## config.mk

```make
export PLATFORM = sky130hd
export DESIGN_NAME = coarse_watchdog
export DESIGN_NICKNAME = d
export VERILOG_FILES = /design/src/rtl/wdt_pkg.sv /design/src/rtl/wdt_tick_gen.sv /design/src/rtl/wdt_downcount.sv /design/src/rtl/wdt_csr.sv /design/src/rtl/coarse_watchdog.sv
export SDC_FILE = /design/constraint.sdc
export NUM_CORES = 1
export LEC_CHECK = 0
export CAP_MARGIN = 20
export CORE_ASPECT_RATIO = 0.8
export CORE_UTILIZATION = 57
export DETAILED_ROUTE_END_ITERATION = 8
export DONT_BUFFER_PORTS = 1
export GPL_ROUTABILITY_DRIVEN = 0
export PLACE_DENSITY_LB_ADDON = 0.3
export SLEW_MARGIN = 20
export SYNTH_ARGS = -nofsm -noshare
export SYNTH_HDL_FRONTEND = slang
export SYNTH_HIERARCHICAL = 1
export SYNTH_SLANG_ARGS = --single-unit
```

## constraint.sdc

```tcl
create_clock -name clk -period 8.15 [get_ports clk]
set_clock_uncertainty 0.15 [all_clocks]
set_input_delay 0.815 -clock clk [delete_from_list [all_inputs] [get_ports clk]]
set_output_delay 0.815 -clock clk [all_outputs]
set_load 0.01 [all_outputs]
```

## src/rtl/wdt_pkg.sv

```systemverilog
package wdt_pkg;
  // Byte addresses within the register window
  localparam int unsigned OFS_STATUS = 'h6E;
  localparam int unsigned OFS_COUNT  = 'h70;
  localparam int unsigned OFS_CTRL   = 'h72;

  // Control byte bit positions
  localparam int unsigned CB_RUN    = 0;
  localparam int unsigned CB_PREEN  = 2;
  localparam int unsigned CB_RSTEN  = 7;

  // Status byte bit positions
  localparam int unsigned SB_EXPIRE = 1;
  localparam int unsigned SB_EARLY  = 2;

  typedef struct packed {
    logic early;
    logic expire;
  } wdt_status_t;
endpackage

```

## src/rtl/wdt_tick_gen.sv

```systemverilog
module wdt_tick_gen #(
  parameter int unsigned TICK_CYCLES = 128000
) (
  input  logic clk,
  input  logic rst_n,
  input  logic run_i,
  input  logic restart_i,
  output logic tick_o
);
  generate
    if (TICK_CYCLES <= 1) begin : g_direct
      assign tick_o = run_i && !restart_i;
    end else begin : g_div
      localparam int unsigned PW = $clog2(TICK_CYCLES);
      localparam logic [PW-1:0] LAST = PW'(TICK_CYCLES - 1);
      logic [PW-1:0] phase_q;

      assign tick_o = run_i && !restart_i && (phase_q == LAST);

      always_ff @(posedge clk) begin
        if (!rst_n || restart_i || !run_i) begin
          phase_q <= '0;
        end else if (phase_q == LAST) begin
          phase_q <= '0;
        end else begin
          phase_q <= phase_q + 1'b1;
        end
      end
    end
  endgenerate
endmodule

```

## src/rtl/wdt_downcount.sv

```systemverilog
module wdt_downcount #(
  parameter int unsigned CNT_W     = 16,
  parameter int unsigned PRE_TICKS = 70
) (
  input  logic             clk,
  input  logic             rst_n,
  input  logic             load_i,
  input  logic [CNT_W-1:0] load_val_i,
  input  logic             tick_i,
  output logic [CNT_W-1:0] count_o,
  output logic             hit_early_o,
  output logic             hit_zero_o
);
  localparam logic [CNT_W-1:0] EARLY_FROM = CNT_W'(PRE_TICKS + 1);
  localparam logic [CNT_W-1:0] ONE        = CNT_W'(1);

  logic [CNT_W-1:0] cnt_q;
  logic             step;

  assign step        = tick_i && !load_i && (cnt_q != '0);
  assign hit_early_o = step && (cnt_q == EARLY_FROM);
  assign hit_zero_o  = step && (cnt_q == ONE);
  assign count_o     = cnt_q;

  always_ff @(posedge clk) begin
    if (!rst_n) begin
      cnt_q <= '0;
    end else if (load_i) begin
      cnt_q <= load_val_i;
    end else if (step) begin
      cnt_q <= cnt_q - 1'b1;
    end
  end
endmodule

```

## src/rtl/wdt_csr.sv

```systemverilog
module wdt_csr
  import wdt_pkg::*;
#(
  parameter int unsigned CNT_W  = 16,
  parameter int unsigned ADDR_W = 7
) (
  input  logic              clk,
  input  logic              rst_n,
  input  logic              bus_wr,
  input  logic [ADDR_W-1:0] bus_addr,
  input  logic [CNT_W-1:0]  bus_wdata,
  output logic [CNT_W-1:0]  bus_rdata,
  input  logic [CNT_W-1:0]  count_i,
  input  logic              hit_early_i,
  input  logic              hit_zero_i,
  output logic              load_o,
  output logic [7:0]        ctrl_o,
  output logic              nmi_o,
  output logic              rst_req_o
);
  localparam logic [ADDR_W-1:0] A_STAT = ADDR_W'(OFS_STATUS);
  localparam logic [ADDR_W-1:0] A_CNT  = ADDR_W'(OFS_COUNT);
  localparam logic [ADDR_W-1:0] A_CTRL = ADDR_W'(OFS_CTRL);

  logic [7:0]  ctrl_q;
  wdt_status_t stat_q, stat_d;
  logic        wr_ctrl, wr_stat, fire;
  logic [7:0]  stat_byte;
  logic        rst_q;

  assign load_o  = bus_wr && (bus_addr == A_CNT);
  assign wr_ctrl = bus_wr && (bus_addr == A_CTRL);
  assign wr_stat = bus_wr && (bus_addr == A_STAT);
  assign fire    = hit_zero_i && ctrl_q[CB_RSTEN];

  always_comb begin
    stat_byte            = '0;
    stat_byte[SB_EXPIRE] = stat_q.expire;
    stat_byte[SB_EARLY]  = stat_q.early;
  end

  // status: hardware set wins over a same-cycle write-one-to-clear
  always_comb begin
    stat_d = stat_q;
    if (wr_stat) begin
      if (bus_wdata[SB_EXPIRE]) stat_d.expire = 1'b0;
      if (bus_wdata[SB_EARLY])  stat_d.early  = 1'b0;
    end
    if (hit_zero_i) stat_d.expire = 1'b1;
    if (hit_early_i && ctrl_q[CB_PREEN]) stat_d.early = 1'b1;
  end

  always_ff @(posedge clk) begin
    if (!rst_n) begin
      ctrl_q <= '0;
      stat_q <= '0;
      rst_q  <= 1'b0;
    end else begin
      stat_q <= stat_d;
      rst_q  <= fire;
      if (wr_ctrl) begin
        ctrl_q <= bus_wdata[7:0];
      end else if (fire) begin
        ctrl_q[CB_RUN] <= 1'b0;
      end
    end
  end

  always_comb begin
    unique case (bus_addr)
      A_CNT:   bus_rdata = count_i;
      A_CTRL:  bus_rdata = CNT_W'(ctrl_q);
      A_STAT:  bus_rdata = CNT_W'(stat_byte);
      default: bus_rdata = '0;
    endcase
  end

  assign ctrl_o    = ctrl_q;
  assign nmi_o     = stat_q.early;
  assign rst_req_o = rst_q;
endmodule

```

## src/rtl/coarse_watchdog.sv

```systemverilog
module coarse_watchdog
  import wdt_pkg::*;
#(
  parameter int unsigned TICK_CYCLES = 128000,
  parameter int unsigned CNT_W       = 16,
  parameter int unsigned PRE_TICKS   = 70,
  parameter int unsigned ADDR_W      = 7
) (
  input  logic              clk,
  input  logic              rst_n,
  input  logic              bus_wr,
  input  logic [ADDR_W-1:0] bus_addr,
  input  logic [CNT_W-1:0]  bus_wdata,
  output logic [CNT_W-1:0]  bus_rdata,
  output logic              nmi_o,
  output logic              rst_req_o
);
  logic             load_w, tick_w, hit_early_w, hit_zero_w;
  logic [CNT_W-1:0] cnt_w;
  logic [7:0]       ctrl_w;

  wdt_tick_gen #(.TICK_CYCLES(TICK_CYCLES)) u_tick (
    .clk       (clk),
    .rst_n     (rst_n),
    .run_i     (ctrl_w[CB_RUN]),
    .restart_i (load_w),
    .tick_o    (tick_w)
  );

  wdt_downcount #(.CNT_W(CNT_W), .PRE_TICKS(PRE_TICKS)) u_cnt (
    .clk         (clk),
    .rst_n       (rst_n),
    .load_i      (load_w),
    .load_val_i  (bus_wdata),
    .tick_i      (tick_w),
    .count_o     (cnt_w),
    .hit_early_o (hit_early_w),
    .hit_zero_o  (hit_zero_w)
  );

  wdt_csr #(.CNT_W(CNT_W), .ADDR_W(ADDR_W)) u_csr (
    .clk         (clk),
    .rst_n       (rst_n),
    .bus_wr      (bus_wr),
    .bus_addr    (bus_addr),
    .bus_wdata   (bus_wdata),
    .bus_rdata   (bus_rdata),
    .count_i     (cnt_w),
    .hit_early_i (hit_early_w),
    .hit_zero_i  (hit_zero_w),
    .load_o      (load_w),
    .ctrl_o      (ctrl_w),
    .nmi_o       (nmi_o),
    .rst_req_o   (rst_req_o)
  );
endmodule

```

# Word-level counts from Yosys, hierarchy flattened
# Cells that the tools add are included.
# op_classes
n_eq_ne,6
muxes,10
reduce_logical,26
n_addsub,2
# op_table
cell,count
case mux 16 bit (3 select lines),1
two-way mux 16 bit,2
== test 7 bit (second input constant),3
adder 17 x 1 -> 17 bit (second input constant),1
== test 17 bit (second input constant),1
== test 16 x 1 -> 1 bit (second input constant),1
== test 16 x 7 -> 1 bit (second input constant),1
nonzero test 16 bit,1
subtractor 16 x 1 -> 16 bit (second input constant),1
nonzero test 2 bit,6
logical AND 1 bit,11
two-way mux 1 bit,6
AND reduction 2 bit,2
zero test 1 bit,3
logical OR 1 bit,2
two-way mux 2 bit,1
OR reduction 2 bit,1
# word_totals
word_cells,51
register_bits,44

# Logic depth before layout (Yosys ltp)
# logic_depth
depth_word,11
mapped_depth,12

# Hierarchy
# Netlist, hierarchy kept.
# modules_own_cells
mod,area_per_inst_um2,seq_area_each_um2,n_inst,cells_each
wdt_downcount,1129.8,320.3,1,135
wdt_tick_gen,768.2,340.3,1,85
wdt_csr,676.9,220.2,1,79

# Least setup slack after synthesis
# OpenSTA, ideal clock, no wires.
# synth_timing
kind,input to register
startpoint,input port bus_addr[4]
endpoint,"register u_cnt.cnt_q[11], in the netlist u_cnt/count_o[11]"
stages,10
path_buffers,2
setup_time_ns,0.074
setup_slack_ns,5.080
arrival_ns,2.846
cell_sequence,or3b_4 > nor4_4 > buf_6 > and2_1 > nor4b_1 > buf_2 > nor4b_2 > nand2_1 > or4_1 > a31oi_1
# synth_via
elab_chain_cells,8
# synth_rtl
item,line,source
start: declaration,coarse_watchdog.sv:12,"input logic [ADDR_W-1:0] bus_addr,"
== test 7 bit,wdt_csr.sv:31,assign load_o = bus_wr && (bus_addr == A_CNT);
logical AND 1 bit,wdt_csr.sv:31,
via load_w,coarse_watchdog.sv:18,"logic load_w, tick_w, hit_early_w, hit_zero_w;"
zero test 1 bit,wdt_tick_gen.sv:18,assign tick_o = run_i && !restart_i && (phase_q == LAST);
logical AND 1 bit (2 in series),wdt_tick_gen.sv:18,
via tick_w,coarse_watchdog.sv:18,
logical AND 1 bit (2 in series),wdt_downcount.sv:20,assign step = tick_i && !load_i && (cnt_q != '0);
nonzero test 2 bit (no line),n/a,
end signal: assignment,wdt_downcount.sv:29,cnt_q <= load_val_i;
end signal: assignment,wdt_downcount.sv:31,cnt_q <= cnt_q - 1'b1;
end: declaration,wdt_downcount.sv:17,logic [CNT_W-1:0] cnt_q;
# The timed path passes the listed nets, and every way through them passes these cells.
# A chain may end at the register's enable or synchronous reset.

# Worst setup path in the final report
# layout_timing
startpoint,input port bus_addr[3]
endpoint,"register u_cnt.cnt_q[13], in the netlist u_cnt/count_o[13]"
# Same word-level chain as after synthesis.

==> impl_metrics.json <==
{
  "syn-num-nets": 329,
  "io_buffer_count": 0,
  "clk_path_buf_depth": 2,
  "start_util_pct": 60.5,
  "place_hpwl_mm": 4.37,
  "ant_nets": 0,
  "hold_depth": 2,
  "crit_family": "simple AND/OR/NAND/NOR gates",
  "post_drt_wl_per_cell_um": 17.1,
  "grt_max_degree": 38,
  "synth_edf_count": 0,
  "setup_viol": 0,
  "report.final.slew_viol_count": 0,
  "ys_ff_latch": 44,
  "root_buffer": "clkbuf_8",
  "synth_fa_ha_area_share_pct": 1.94,
  "cpMostUsedCell": "and2_1",
  "use_met2_pct": 37.8,
  "slowest_stage": "and2_1",
  "grt_pass1_wl_mm": 10.2,
  "max_freq_mhz": 269,
  "crit_buf_inv": 1,
  "crit_chain": "or3b_4 -> nor4_4 -> and2_1 -> nor4b_1 -> buf_4 -> nor4b_2 -> and2_1 -> a311oi_1 -> nor2_1",
  "synth_compound_area_share_pct": 15.6,
  "ys_types": 58,
  "die_width_um": 77.1,
  "synth-main-ff-cell": "dfxtp_1",
  "cap_violations": 0,
  "post_cts_resized": 0,
  "max-vdd-ir-drop_v": 0.000130,
  "fp.dieH_um": 62.1,
  "worstSetupPathType": "input port to register",
  "numClockSinks": 44,
  "fin_nets": 326,
  "slowest_delay_ns": 0.68,
  "fin_crit_ns": 3.71,
  "die-area_um2": 4790,
  "tightest_slew_ns": 0.843,
  "drt_iter0_drc": 206,
  "holdPathEnd": "u_csr/ctrl_o[3]",
  "fin_tns_setup_ns": 0,
  "cts_buffers": 5,
  "syn_to_final_growth_pct": 4.71,
  "grt.overflow.total": 0,
  "r2r_start": "u_tick/g_div.phase_q[5]",
  "endpoint_kind": "register",
  "yosysWarnings": 6,
  "status": "finished clean",
  "async_flop_share_pct": 0,
  "cts_tree": "done",
  "synth_area_um2": 2570,
  "wl_mm": 6.07,
  "h-tree-depth": 2,
  "clk_pin_slew_worst_paths_ns": 0.09,
  "synth_top_area_share_pct": 34.2,
  "antenna_cells": 0,
  "core_area_um2": 4260,
  "crit_required_ns": 8.19,
  "met1_usage_pct": 39.6,
  "period_share_pct": 45.5,
  "path_max_fanout": 20,
  "reg2reg_slack_ns": 4.64,
  "synth_top_family_by_area": "simple AND/OR/NAND/NOR gates",
  "vias": 2285,
  "post_cts_buffers": 0,
  "io_pins": 44,
  "synthMuxAreaShare_pct": 3.50,
  "rsz0062_at_grt": "no",
  "final_util_pct": 63.3,
  "cp.depth": 9,
  "grt-busiest-layer": "met1",
  "synth_simple_gate_area_share_pct": 34.6,
  "finalHoldViolCount": 0,
  "vias_per_cell": 6.45,
  "regToRegEndpoint": "u_cnt/count_o[11]",
  "antenna_found_initial": 0,
  "grt_pass1_vias": 2103,
  "avgSynthCellArea_um2": 8.61,
  "worstSetupStartpointType": "input port",
  "drc": 0,
  "max_slew_margin_pct": 43.4,
  "drtPass1Iterations": 5,
  "netlist_instances": 299,
  "clock_latency_ns": 0.30,
  "final_common_cell": "dfxtp_1",
  "leakagePower_uw": 0.000936,
  "holdBufCountCts": 0,
  "track_usage_pct": 26.7,
  "netlist_top_cells_area": "dfxtp_1, xnor2_1, nand2_1",
  "arrival_ns": 3.75,
  "hp-class": "register to register",
  "drive_above_1_share_pct": 8.75,
  "synth_xor_area_share_pct": 5.78,
  "reg2regPathDepth": 8,
  "rows": 21,
  "grtUsageMet3_pct": 7.65,
  "total_power_uw": 393,
  "mostFrequentLayoutCells": "dfxtp_1, nand2_1, nor2_1",
  "yosys.area.top_type": "dfxtp_1",
  "seq_area_frac_synth_pct": 34.2,
  "p_per_area_nw_per_um2": 146,
  "min_from": "u_csr/ctrl_o[3]"
}
## worst max-delay path by stage
stage | slack [ns] | to | start
2_1_floorplan | 5.08 | u_cnt/count_o[11] | bus_addr[4]
3_3_place_gp | 4.27 | u_cnt/count_o[5] | bus_addr[3]
3_5_place_dp | 4.19 | u_cnt/count_o[5] | bus_addr[3]
4_1_cts | 4.47 | u_cnt/count_o[5] | bus_addr[3]
5_1_grt | 4.16 | u_cnt/count_o[5] | bus_addr[3]
6_report | 4.44 | u_cnt/count_o[13] | bus_addr[3]
## logic make-up after synthesis
group,Yosys count
flip-flops,44
adder cells (fa/ha/maj),4
multiplexers,9
buffers and inverters,23
XOR/XNOR,17
AO/OA/AOI/OAI,55
AND/OR/NAND/NOR,147
## final cells by class
type	count	area, um2
Fill cell	405	1560
Timing Repair Buffer	1	7.51
Tap cell	57	71.3
Inverter	12	45.0
Clock inverter	2	35.0
Clock buffer	6	72.6
Sequential cell	44	881
Multi-Input combinational cell	232	1580
## power by group
| group | internal [uW] | switching (uW) | leakage (uW) |
|---|---|---|---|
| Sequential | 215 | 0.670 | 0.000354 |
| Clock | 91.0 | 75.7 | 0.0000552 |
| Combinational | 4.47 | 6.17 | 0.000527 |
## synth_stat cells, drive strengths merged, types with 3 or more instances
master and n:
dfxtp 44, nand2 30, nor2 29, nor3 17, o21ai 16, xnor2 14
and2 11, inv 11, nand3 11, mux2i 9, or4 9, nor4 8
a21oi 7, clkbuf 7, nand4 7, a22o 6, a31oi 6, and3 5
buf 4, ha 4, a311oi 3, nand2b 3, nor2b 3, xor2 3
## worst reg2reg max path, cell delays in order, from the launching register on
cell and delay (ns):
dfxtp_1 0.40, nand4_1 0.37, or4_4 0.66, nor4b_1 0.40, buf_4 0.24, nor4b_2 0.38, nand2_1 0.14, or4_1 0.53
a31oi_1 0.16
## per-stage QoR
| stage | instance area (um2) | setup slack, ns | hold slack [ns] | instances |
|---|---|---|---|---|
| final | 2700 | 4.44 | 0.319 | 354 |
| after global routing | 2700 | 4.16 | 0.348 | 354 |
| after CTS | 2700 | 4.47 | 0.321 | 354 |
| after detailed placement | 2590 | 4.19 | 0.305 | 346 |
| after global placement | 2590 | 4.27 | 0.293 | 346 |
| after floorplan | 2570 | 5.08 | 0.279 | 299 |
## sequential cells by signal, indices dropped and copies added (netlist names)
| name | cells |
|---|---|
| u_csr/ctrl_o | 8 |
| u_cnt/count_o | 16 |
| u_csr/rst_req_o | 1 |
| u_tick/g_div.phase_q | 17 |
| u_csr/stat_byte | 1 |
| u_csr/nmi_o | 1 |
## layer usage
metal	vias to the layer above	routed length, um
li1	1091	-
met1	1085	2890
met2	100	2540
met3	9	565
met4	0	70
met5	-	0
No activity file was read; power rests on OpenSTA's default activity.
